`config.mk`:
```
export PLATFORM = sky130hd
export DESIGN_NAME = wb_regfile
export DESIGN_NICKNAME = d
export VERILOG_FILES = /design/src/rtl/regfile_pkg.sv /design/src/rtl/rf_store.sv /design/src/rtl/rf_read_port.sv /design/src/rtl/wb_regfile.sv
export SDC_FILE = /design/constraint.sdc
export NUM_CORES = 1
export LEC_CHECK = 0
export BUFFER_PORTS_ARGS = -buffer_cell sky130_fd_sc_hd__buf_4
export CORE_MARGIN = 2
export CORE_UTILIZATION = 38
export CTS_CLUSTER_SIZE = 20
export DETAILED_ROUTE_END_ITERATION = 12
export SETUP_SLACK_MARGIN = 0.2
export SLEW_MARGIN = 20
export SYNTH_ARGS = -nofsm -noshare
export SYNTH_HDL_FRONTEND = slang
export SYNTH_SLANG_ARGS = --single-unit
```
`constraint.sdc`:
```
create_clock -name clk -period 1.35 [get_ports clk]
set_input_delay 0.135 -clock clk [delete_from_list [all_inputs] [get_ports clk]]
set_output_delay 0.135 -clock clk [all_outputs]
set_load 0.02 [all_outputs]
```
`src/rtl/regfile_pkg.sv`:
```
package regfile_pkg;

    // Source chosen by a read port for its output value.
    typedef enum logic [1:0] {
        SRC_ZERO   = 2'd0,
        SRC_STORED = 2'd1,
        SRC_WRITE  = 2'd2
    } rd_src_e;

    // Forwarding decision shared by every read port.
    function automatic rd_src_e pick_source(input logic rd_is_zero,
                                            input logic wr_live,
                                            input logic addr_match);
        if (rd_is_zero)
            return SRC_ZERO;
        else if (wr_live && addr_match)
            return SRC_WRITE;
        else
            return SRC_STORED;
    endfunction

endpackage

```
`src/rtl/rf_store.sv`:
```
module rf_store #(
    parameter int WIDTH    = 32,
    parameter int NUM_REGS = 8,
    localparam int AW      = $clog2(NUM_REGS)
) (
    input  logic                               clk,
    input  logic                               rst_n,
    input  logic                               wr_en,
    input  logic [AW-1:0]                      wr_addr,
    input  logic [WIDTH-1:0]                   wr_data,
    output logic [NUM_REGS-1:0][WIDTH-1:0]     regs_q
);

    typedef struct packed {
        logic [NUM_REGS-1:0][WIDTH-1:0] regs;
    } store_t;

    store_t st_d, st_q;

    always_comb begin
        st_d = st_q;
        if (wr_en && (wr_addr != '0))
            st_d.regs[wr_addr] = wr_data;
        st_d.regs[0] = '0;
    end

    always_ff @(posedge clk or negedge rst_n) begin
        if (!rst_n)
            st_q <= '0;
        else
            st_q <= st_d;
    end

    assign regs_q = st_q.regs;

endmodule

```
`src/rtl/rf_read_port.sv`:
```
module rf_read_port
    import regfile_pkg::*;
#(
    parameter int WIDTH    = 32,
    parameter int NUM_REGS = 8,
    localparam int AW      = $clog2(NUM_REGS)
) (
    input  logic [AW-1:0]                  rd_addr,
    input  logic [NUM_REGS-1:0][WIDTH-1:0] regs_q,
    input  logic                           wr_en,
    input  logic [AW-1:0]                  wr_addr,
    input  logic [WIDTH-1:0]               wr_data,
    output logic [WIDTH-1:0]               rd_data
);

    rd_src_e src;

    always_comb begin
        src = pick_source(rd_addr == '0, wr_en, rd_addr == wr_addr);
        unique case (src)
            SRC_WRITE:  rd_data = wr_data;
            SRC_STORED: rd_data = regs_q[rd_addr];
            default:    rd_data = '0;
        endcase
    end

endmodule

```
`src/rtl/wb_regfile.sv`:
```
module wb_regfile #(
    parameter int WIDTH    = 32,
    parameter int NUM_REGS = 8,
    localparam int AW      = $clog2(NUM_REGS),
    localparam int NPORTS  = 2
) (
    input  logic             clk,
    input  logic             rst_n,
    input  logic             wr_en,
    input  logic [AW-1:0]    wr_addr,
    input  logic [WIDTH-1:0] wr_data,
    input  logic [AW-1:0]    rd_a_addr,
    output logic [WIDTH-1:0] rd_a_data,
    input  logic [AW-1:0]    rd_b_addr,
    output logic [WIDTH-1:0] rd_b_data
);

    logic [NUM_REGS-1:0][WIDTH-1:0] regs_q;
    logic [NPORTS-1:0][AW-1:0]      rd_addr_v;
    logic [NPORTS-1:0][WIDTH-1:0]   rd_data_v;

    assign rd_addr_v[0] = rd_a_addr;
    assign rd_addr_v[1] = rd_b_addr;
    assign rd_a_data    = rd_data_v[0];
    assign rd_b_data    = rd_data_v[1];

    rf_store #(.WIDTH(WIDTH), .NUM_REGS(NUM_REGS)) u_store (
        .clk     (clk),
        .rst_n   (rst_n),
        .wr_en   (wr_en),
        .wr_addr (wr_addr),
        .wr_data (wr_data),
        .regs_q  (regs_q)
    );

    for (genvar p = 0; p < NPORTS; p++) begin : g_rd
        rf_read_port #(.WIDTH(WIDTH), .NUM_REGS(NUM_REGS)) u_port (
            .rd_addr (rd_addr_v[p]),
            .regs_q  (regs_q),
            .wr_en   (wr_en),
            .wr_addr (wr_addr),
            .wr_data (wr_data),
            .rd_data (rd_data_v[p])
        );
    end

endmodule

```
==> impl_metrics.env, run 1 <==
export IMPL_outcome="complete, but fails checks"
export IMPL_violations="negative setup slack"
export IMPL_yosys_area_share_simple_pct=2.944
export IMPL_cp_slowest_cell="mux4_2"
export IMPL_drtIter0Drc=550
export IMPL_multi_input_area_sq_mm=0.007998
export IMPL_die_w_um=186.6
export IMPL_grt_overflow=0
export IMPL_r2r_start="u_store.regs_q[146]"
export IMPL_drive_gt1_share_pct=67.29
export IMPL_seq_area_sq_mm=0.005605
export IMPL_antenna_left=0
export IMPL_track_usage_pct=22.20
export IMPL_numCtsBuffers=26
export IMPL_grt_pass1_vias=10190
export IMPL_dpl_cell_area_sq_mm=0.01632
export IMPL_tightestPinTransition_ps=613.8
export IMPL_drv_slew=0
export IMPL_hpwlAfterDp_mm=25.40
export IMPL_wirelength_mm=38.18
export IMPL_synth_adder_area_share_pct=0
export IMPL_vias=9404
export IMPL_dieArea_sq_mm=0.03480
export IMPL_fmax_ghz=0.4845
export IMPL_rrSetupSlack_ps=330
export IMPL_grt_max_degree=64
export IMPL_crit_fanout=3
export IMPL_finalCritPeriodShare_pct=152.9
export IMPL_path_clk_slew_ps=60
export IMPL_viasPerCell=5.611
export IMPL_p_leak_uw=0.007792
export IMPL_numPortBuffers=107
export IMPL_cts_tree="yes"
export IMPL_dr_pass1_iters=4
export IMPL_cts_buffer_depth=3
export IMPL_setup_tns_ps=-40020
export IMPL_antenna_found_initial=2
export IMPL_fin_crit_ps=2064
export IMPL_startpoint="u_store.regs_q[222]"
export IMPL_clk_latency_ps=530
export IMPL_synth_warnings=0
export IMPL_die_height_um=186.6
export IMPL_r2r_end="u_store.regs_q[146]"
export IMPL_layout_setup_ws_ps=-714.1
export IMPL_maxCapViolations=0
export IMPL_syn_nets=999
export IMPL_ioPinCount=108
export IMPL_initial_utilization_pct=38.73
export IMPL_synthXorXnorAreaFrac_pct=0.2766
export IMPL_drc=0
export IMPL_hold_violations=0
export IMPL_netlist_cell_type_count=36
export IMPL_largest_reg_flops=224
export IMPL_final_cells=1676
export IMPL_synth_compound_area_share_pct=11.37
export IMPL_numClockSinks=224
export IMPL_core_sq_mm=0.03270
export IMPL_cpPeakStageDelay_ps=480
export IMPL_synth_top_family_by_area="multiplexers"
export IMPL_ir_drop_v=0.0008761
export IMPL_crit_arrival_ps=1930
export IMPL_grt_pass1_wl_mm=60.93
export IMPL_ys_ff_latch=224
export IMPL_worstPathCellList="mux4_2, nand2_2, o21ai_4, a22o_4, buf_6"
export IMPL_root_buffer="clkbuf_16"
export IMPL_finalNetCount=1257
export IMPL_synthMuxAreaShare_pct=36.73
export IMPL_ff2ff_path_depth=3
export IMPL_required_ps=1220
export IMPL_critPathLaunchType="flop"
export IMPL_dp_cells=1585
export IMPL_setup_viol=64
export IMPL_n_fill_cell=2800
export IMPL_globalplace_congestion=0.7642
export IMPL_synth_top_cell_by_area="dfrtp_1"
export IMPL_syn_inst=955
export IMPL_hold_class="in -> async"
export IMPL_cts_htree_levels=1
export IMPL_ys_seq_area_share_pct=44.26
export IMPL_slew_headroom_pct=58.89
export IMPL_synth_area_leaders="dfrtp_1 (44%), mux2_2 (23%), mux4_2 (11%)"
export IMPL_fin_area_sq_mm=0.01823
export IMPL_endpoint="rd_a_data[30]"
export IMPL_rsz0062_at_grt="yes"
export IMPL_wire_per_inst_um=22.78
export IMPL_synth_top_area_share_pct=44.26
export IMPL_num_rows=66
export IMPL_setup_worst_path_class="reg -> out"
export IMPL_syn_to_final_growth_pct=43.92
export IMPL_powerDensity_mw_per_mm2=1356
export IMPL_postSynthAreaPerCell_sq_um=13.26
export IMPL_netlist_area_sq_mm=0.01266
export IMPL_cp_end_kind="output pin"
export IMPL_skew_ps=0
==> cell usage after synthesis <==
| cell type | count |
|---|---|
| nand2_1 | 41 |
| a22o_1 | 38 |
| buf_4 | 15 |
| buf_2 | 47 |
| mux4_2 | 64 |
| and2b_1 | 1 |
| nor4bb_1 | 1 |
| o31ai_1 | 1 |
| o31a_1 | 1 |
| clkbuf_1 | 10 |
| o21ai_1 | 11 |
| nor2b_1 | 4 |
| mux2_2 | 256 |
| nand4_1 | 1 |
| a21oi_1 | 26 |
| dfrtp_1 | 224 |
| and4bb_2 | 1 |
| nand4b_1 | 3 |
| mux2_1 | 6 |
| nor3_2 | 1 |
| nor2_1 | 28 |
| a21oi_2 | 2 |
| clkbuf_2 | 1 |
| nand3_1 | 2 |
| o2111ai_1 | 1 |
| xnor2_1 | 4 |
| and2_0 | 1 |
| mux2i_1 | 26 |
| buf_1 | 3 |
| buf_6 | 14 |
| o2bb2ai_1 | 26 |
| o21ai_0 | 29 |
| o32ai_2 | 1 |
| a22oi_1 | 38 |
| o32a_1 | 1 |
| a211oi_1 | 26 |
==> logic make-up after synthesis <==
logic type | Yosys count
multiplexers | 352
flip-flops | 224
AO/OA/AOI/OAI | 201
buffers and inverters | 90
AND/OR/NAND/NOR | 84
XOR/XNOR | 4
==> metrics by stage <==
stage | hold WS (ps) | worst slack [ps] | utilization [%] | power, uW
2_1_floorplan | -160.6 | -41.05 | - | 14330
3_3_place_gp | 38.47 | -555.0 | 49.91 | 16870
3_5_place_dp | 37.49 | -559.7 | 49.91 | 17050
4_1_cts | 80.73 | -730.4 | 55.22 | 24740
5_1_grt | 90.50 | -782.1 | 55.73 | 25930
6_report | 87.92 | -714.1 | 55.74 | 24720
==> worst max-delay path, delay by kind of cell (launching register included) <==
kind | cells | cell delay (ps)
compound gates | 2 | 290
simple gates | 1 | 100
mux | 1 | 480
buf+inv | 1 | 120
flops | 1 | 400
==> area by class of cell <==
type,instances,share of cell area [%]
Clock inverter,6,0.1647
Timing Repair Buffer,320,17.71
Multi-Input combinational cell,641,43.88
Tap cell,442,3.034
Antenna cell,2,0.02746
Sequential cell,224,30.75
Clock buffer,41,4.434
==> repair_timing <==
action | CTS | global route
pin swaps | 81 | 16
hold buffers | 33 | 0
resized for setup | 139 | 34
hold endpoints to repair | 448 | 0
setup buffers | 4 | 5
endpoints found under the setup margin | 64 | 64
gates cloned | 0 | 0
==> routing by layer <==
| metal | up-vias | share of wire (%) | global-route usage, % |
|---|---|---|---|
| met4 | 0 | 1.7 | 4.792 |
| met5 | - | 0 | 0 |
| met3 | 49 | 4.2 | 3.254 |
| met2 | 190 | 49 | 37.43 |
| met1 | 4943 | 45 | 30.48 |
| li1 | 4222 | - | - |
==> worst min-delay path by stage <==
stage	end	from
floorplan	u_store.regs_q[100]	rst_n
global placement	u_store.regs_q[44]	rst_n
detailed placement	u_store.regs_q[140]	rst_n
CTS	u_store.regs_q[35]	rst_n
global route	u_store.regs_q[140]	rst_n
finish	u_store.regs_q[140]	rst_n
==> cell usage in the layout, fill, tap and decap left out, drive strengths merged, types with 2 or more instances in the layout <==
| cell | synthesis | layout |
|---|---|---|
| nand3 | 2 | 2 |
| buf | 79 | 287 |
| nand4b | 3 | 3 |
| nor2 | 28 | 28 |
| nand2 | 41 | 41 |
| dlygate4sd3 | 0 | 33 |
| a211oi | 26 | 26 |
| xnor2 | 4 | 4 |
| o21ai | 40 | 40 |
| clkinv | 0 | 6 |
| mux2i | 26 | 26 |
| clkbuf | 11 | 41 |
| mux4 | 64 | 64 |
| diode | 0 | 2 |
| a22oi | 38 | 38 |
| a22o | 38 | 38 |
| dfrtp | 224 | 224 |
| nor2b | 4 | 4 |
| o2bb2ai | 26 | 26 |
| a21oi | 28 | 28 |
| mux2 | 262 | 262 |
==> where the power goes <==
part           switching [uW]  internal [uW]
registers                1070           8210
logic                    3460           5110
clock network            2800           4080
Note: power is estimated with default switching activity, not from simulation.
==> run 2, diff against run 1 <==
--- a/config.mk
+++ b/config.mk
@@ -6,8 +6,10 @@
 export NUM_CORES = 1
 export LEC_CHECK = 0
 export BUFFER_PORTS_ARGS = -buffer_cell sky130_fd_sc_hd__buf_4
+export CORE_ASPECT_RATIO = 0.9
 export CORE_MARGIN = 2
 export CORE_UTILIZATION = 38
+export CTS_BUF_LIST = sky130_fd_sc_hd__clkbuf_4
 export CTS_CLUSTER_SIZE = 20
 export DETAILED_ROUTE_END_ITERATION = 12
 export SETUP_SLACK_MARGIN = 0.2
==> run 2 against run 1 <==
Effect of this change:
- the flow still finishes with violations (negative setup slack)
- critical path depth unchanged
- sequential cell count is the same
- final area is 1.7% lower
- via count up 1.2%
- largest cell class unchanged
- largest power group unchanged
- critical endpoint is now rd_b_data[27]
- wire length is 0.66% higher
- total power is 5.5% lower
==> impl_metrics.env, run 2 (synthesis gave the netlist of run 1 again) <==
export IMPL_hold_violations=0
export IMPL_cp_slowest_cell="mux4_2"
export IMPL_power_uw=23370
export IMPL_fmax_ghz=0.4479
export IMPL_dr_pass1_iters=4
export IMPL_numClockSinks=224
export IMPL_finalCritPeriodShare_pct=165.4
export IMPL_root_buffer="clkbuf_4"
export IMPL_layout_setup_ws_ps=-882.5
export IMPL_fin_crit_ps=2233
export IMPL_violations="negative setup slack"
export IMPL_cts_tree="yes"
export IMPL_viasPerCell=5.590
export IMPL_numCtsBuffers=59
export IMPL_powerDensity_mw_per_mm2=1304
export IMPL_largest_reg_flops=224
export IMPL_drv_slew=0
export IMPL_grt_max_degree=61
export IMPL_startpoint="u_store.regs_q[219]"
export IMPL_drc=0
export IMPL_die_w_um=196.4
export IMPL_hold_class="in -> async"
export IMPL_tightestPinTransition_ps=740.9
export IMPL_fin_area_sq_mm=0.01791
export IMPL_crit_arrival_ps=2100
export IMPL_r2r_start="u_store.regs_q[219]"
export IMPL_worstPathCellList="mux4_2, nand2_2, o21ai_2, a22o_4, buf_6"
export IMPL_initial_utilization_pct=38.53
export IMPL_grt_pass1_wl_mm=61.47
export IMPL_setup_worst_path_class="reg -> out"
export IMPL_crit_fanout=3
export IMPL_clk_latency_ps=710
export IMPL_grt_pass1_vias=10290
export IMPL_dieArea_sq_mm=0.03481
export IMPL_cp_end_kind="output pin"
export IMPL_ioPinCount=108
export IMPL_drtIter0Drc=467
export IMPL_skew_ps=0
export IMPL_wirelength_mm=38.43
export IMPL_dpl_cell_area_sq_mm=0.01617
export IMPL_slew_headroom_pct=50.61
export IMPL_setup_viol=64
export IMPL_num_rows=63
export IMPL_path_clk_slew_ps=70
export IMPL_die_height_um=177.2
export IMPL_ir_drop_v=0.0008300
export IMPL_finalNetCount=1281
export IMPL_maxCapViolations=0
export IMPL_worst_path_buf_inv=1
export IMPL_hpwlAfterDp_mm=25.23
export IMPL_required_ps=1220
export IMPL_antenna_left=0
export IMPL_track_usage_pct=22.98
export IMPL_globalplace_congestion=0.7636
export IMPL_wire_per_inst_um=22.58
export IMPL_grt_overflow=0
export IMPL_layout_common_cells="dfrtp_1 (224), mux2_2 (178), buf_4 (175), mux2_4 (84), clkbuf_4 (78)"
export IMPL_crit_family="multiplexers"
export IMPL_numPortBuffers=107
export IMPL_core_sq_mm=0.03287
export IMPL_antenna_found_initial=1
export IMPL_drive_gt1_share_pct=67.16
export IMPL_rsz0062_at_grt="yes"
export IMPL_vias=9515
export IMPL_cts_htree_levels=2
export IMPL_critPathLaunchType="flop"
export IMPL_final_common_cell="dfrtp_1"
export IMPL_cts_buffer_depth=3
export IMPL_syn_to_final_growth_pct=41.45
export IMPL_cpPeakStageDelay_ps=480
export IMPL_outcome="complete, but fails checks"
export IMPL_p_leak_uw=0.007732
-- run 2: cell count changes in the layout (fill, tap and decap cells not counted), sizes merged --
cell	change
clkbuf	+37
clkinv	+19
buf	-11
diode	-1
dlygate4sd3	+1
dlymetal6s4s	+1
-- run 2: where the power goes --
part	total, uW	leakage [uW]	internal [uW]	switching, uW
Clock	5630	0.000410	2680	2950
Combinational	8460	0.00463	5050	3410
Sequential	9280	0.00269	8200	1080
Total	23400	0.00773	15900	7440
-- run 2: metrics by stage --
| stage | setup WS (ps) | hold slack [ps] | std cells | utilization [%] | TNS, ps |
|---|---|---|---|---|---|
| finish | -882.5 | 57.60 | 1702 | 54.50 | -51620 |
| global route | -987.7 | 23.03 | 1702 | 54.50 | -58220 |
| CTS | -945.3 | 13.11 | 1695 | 54.02 | -55990 |
| detailed placement | -442.5 | -0.6883 | 1553 | 49.19 | -44920 |
| global placement | -411.0 | -2.232 | 1553 | 49.19 | -42380 |
| floorplan | -41.05 | -160.6 | 955 | - | -1481 |
-- run 2: worst register-to-register path, stage by stage, from the launching register on --
cell	delay, ps
dfrtp_1	400
buf_4	140
buf_4	120
mux2_2	260
-- run 2: routing by layer --
metal	GRT usage [%]	vias up	routed length [um]
met3	3.849	50	1847
li1	-	4299	-
met5	0	-	0
met4	5.492	0	571
met1	32.56	4934	17940
met2	36.89	232	18070
-- run 2: area by class of cell --
type | count | area [sq um]
clock buffers | 78 | 585.6
clock inverters | 25 | 100.1
multi-input cells | 641 | 7970
well taps | 422 | 528.0
repair buffers | 311 | 3123
diodes | 1 | 2.502
flip-flops and latches | 224 | 5605
fillers | 2791 | 14960
-- run 2: worst paths after layout --
path	end	slack [ps]	cells past startpoint
worst max-delay path	rd_b_data[27]	-880	5
worst min-delay path	u_store.regs_q[252]	60	3
worst max register to register	u_store.regs_q[219]	320	3
worst min register to register	u_store.regs_q[214]	520	1
max in group asynchronous	u_store.regs_q[78]	520	4
min in group clk	u_store.regs_q[57]	120	5
-- run 2: what timing repair did --
| item | in CTS | in global routing |
|---|---|---|
| hold endpoints to repair | 448 | 0 |
| resized for setup | 135 | 33 |
| hold buffers | 35 | 0 |
| setup endpoints to repair | 64 | 80 |
| buffers inserted | 4 | 6 |
| pin swaps | 81 | 14 |
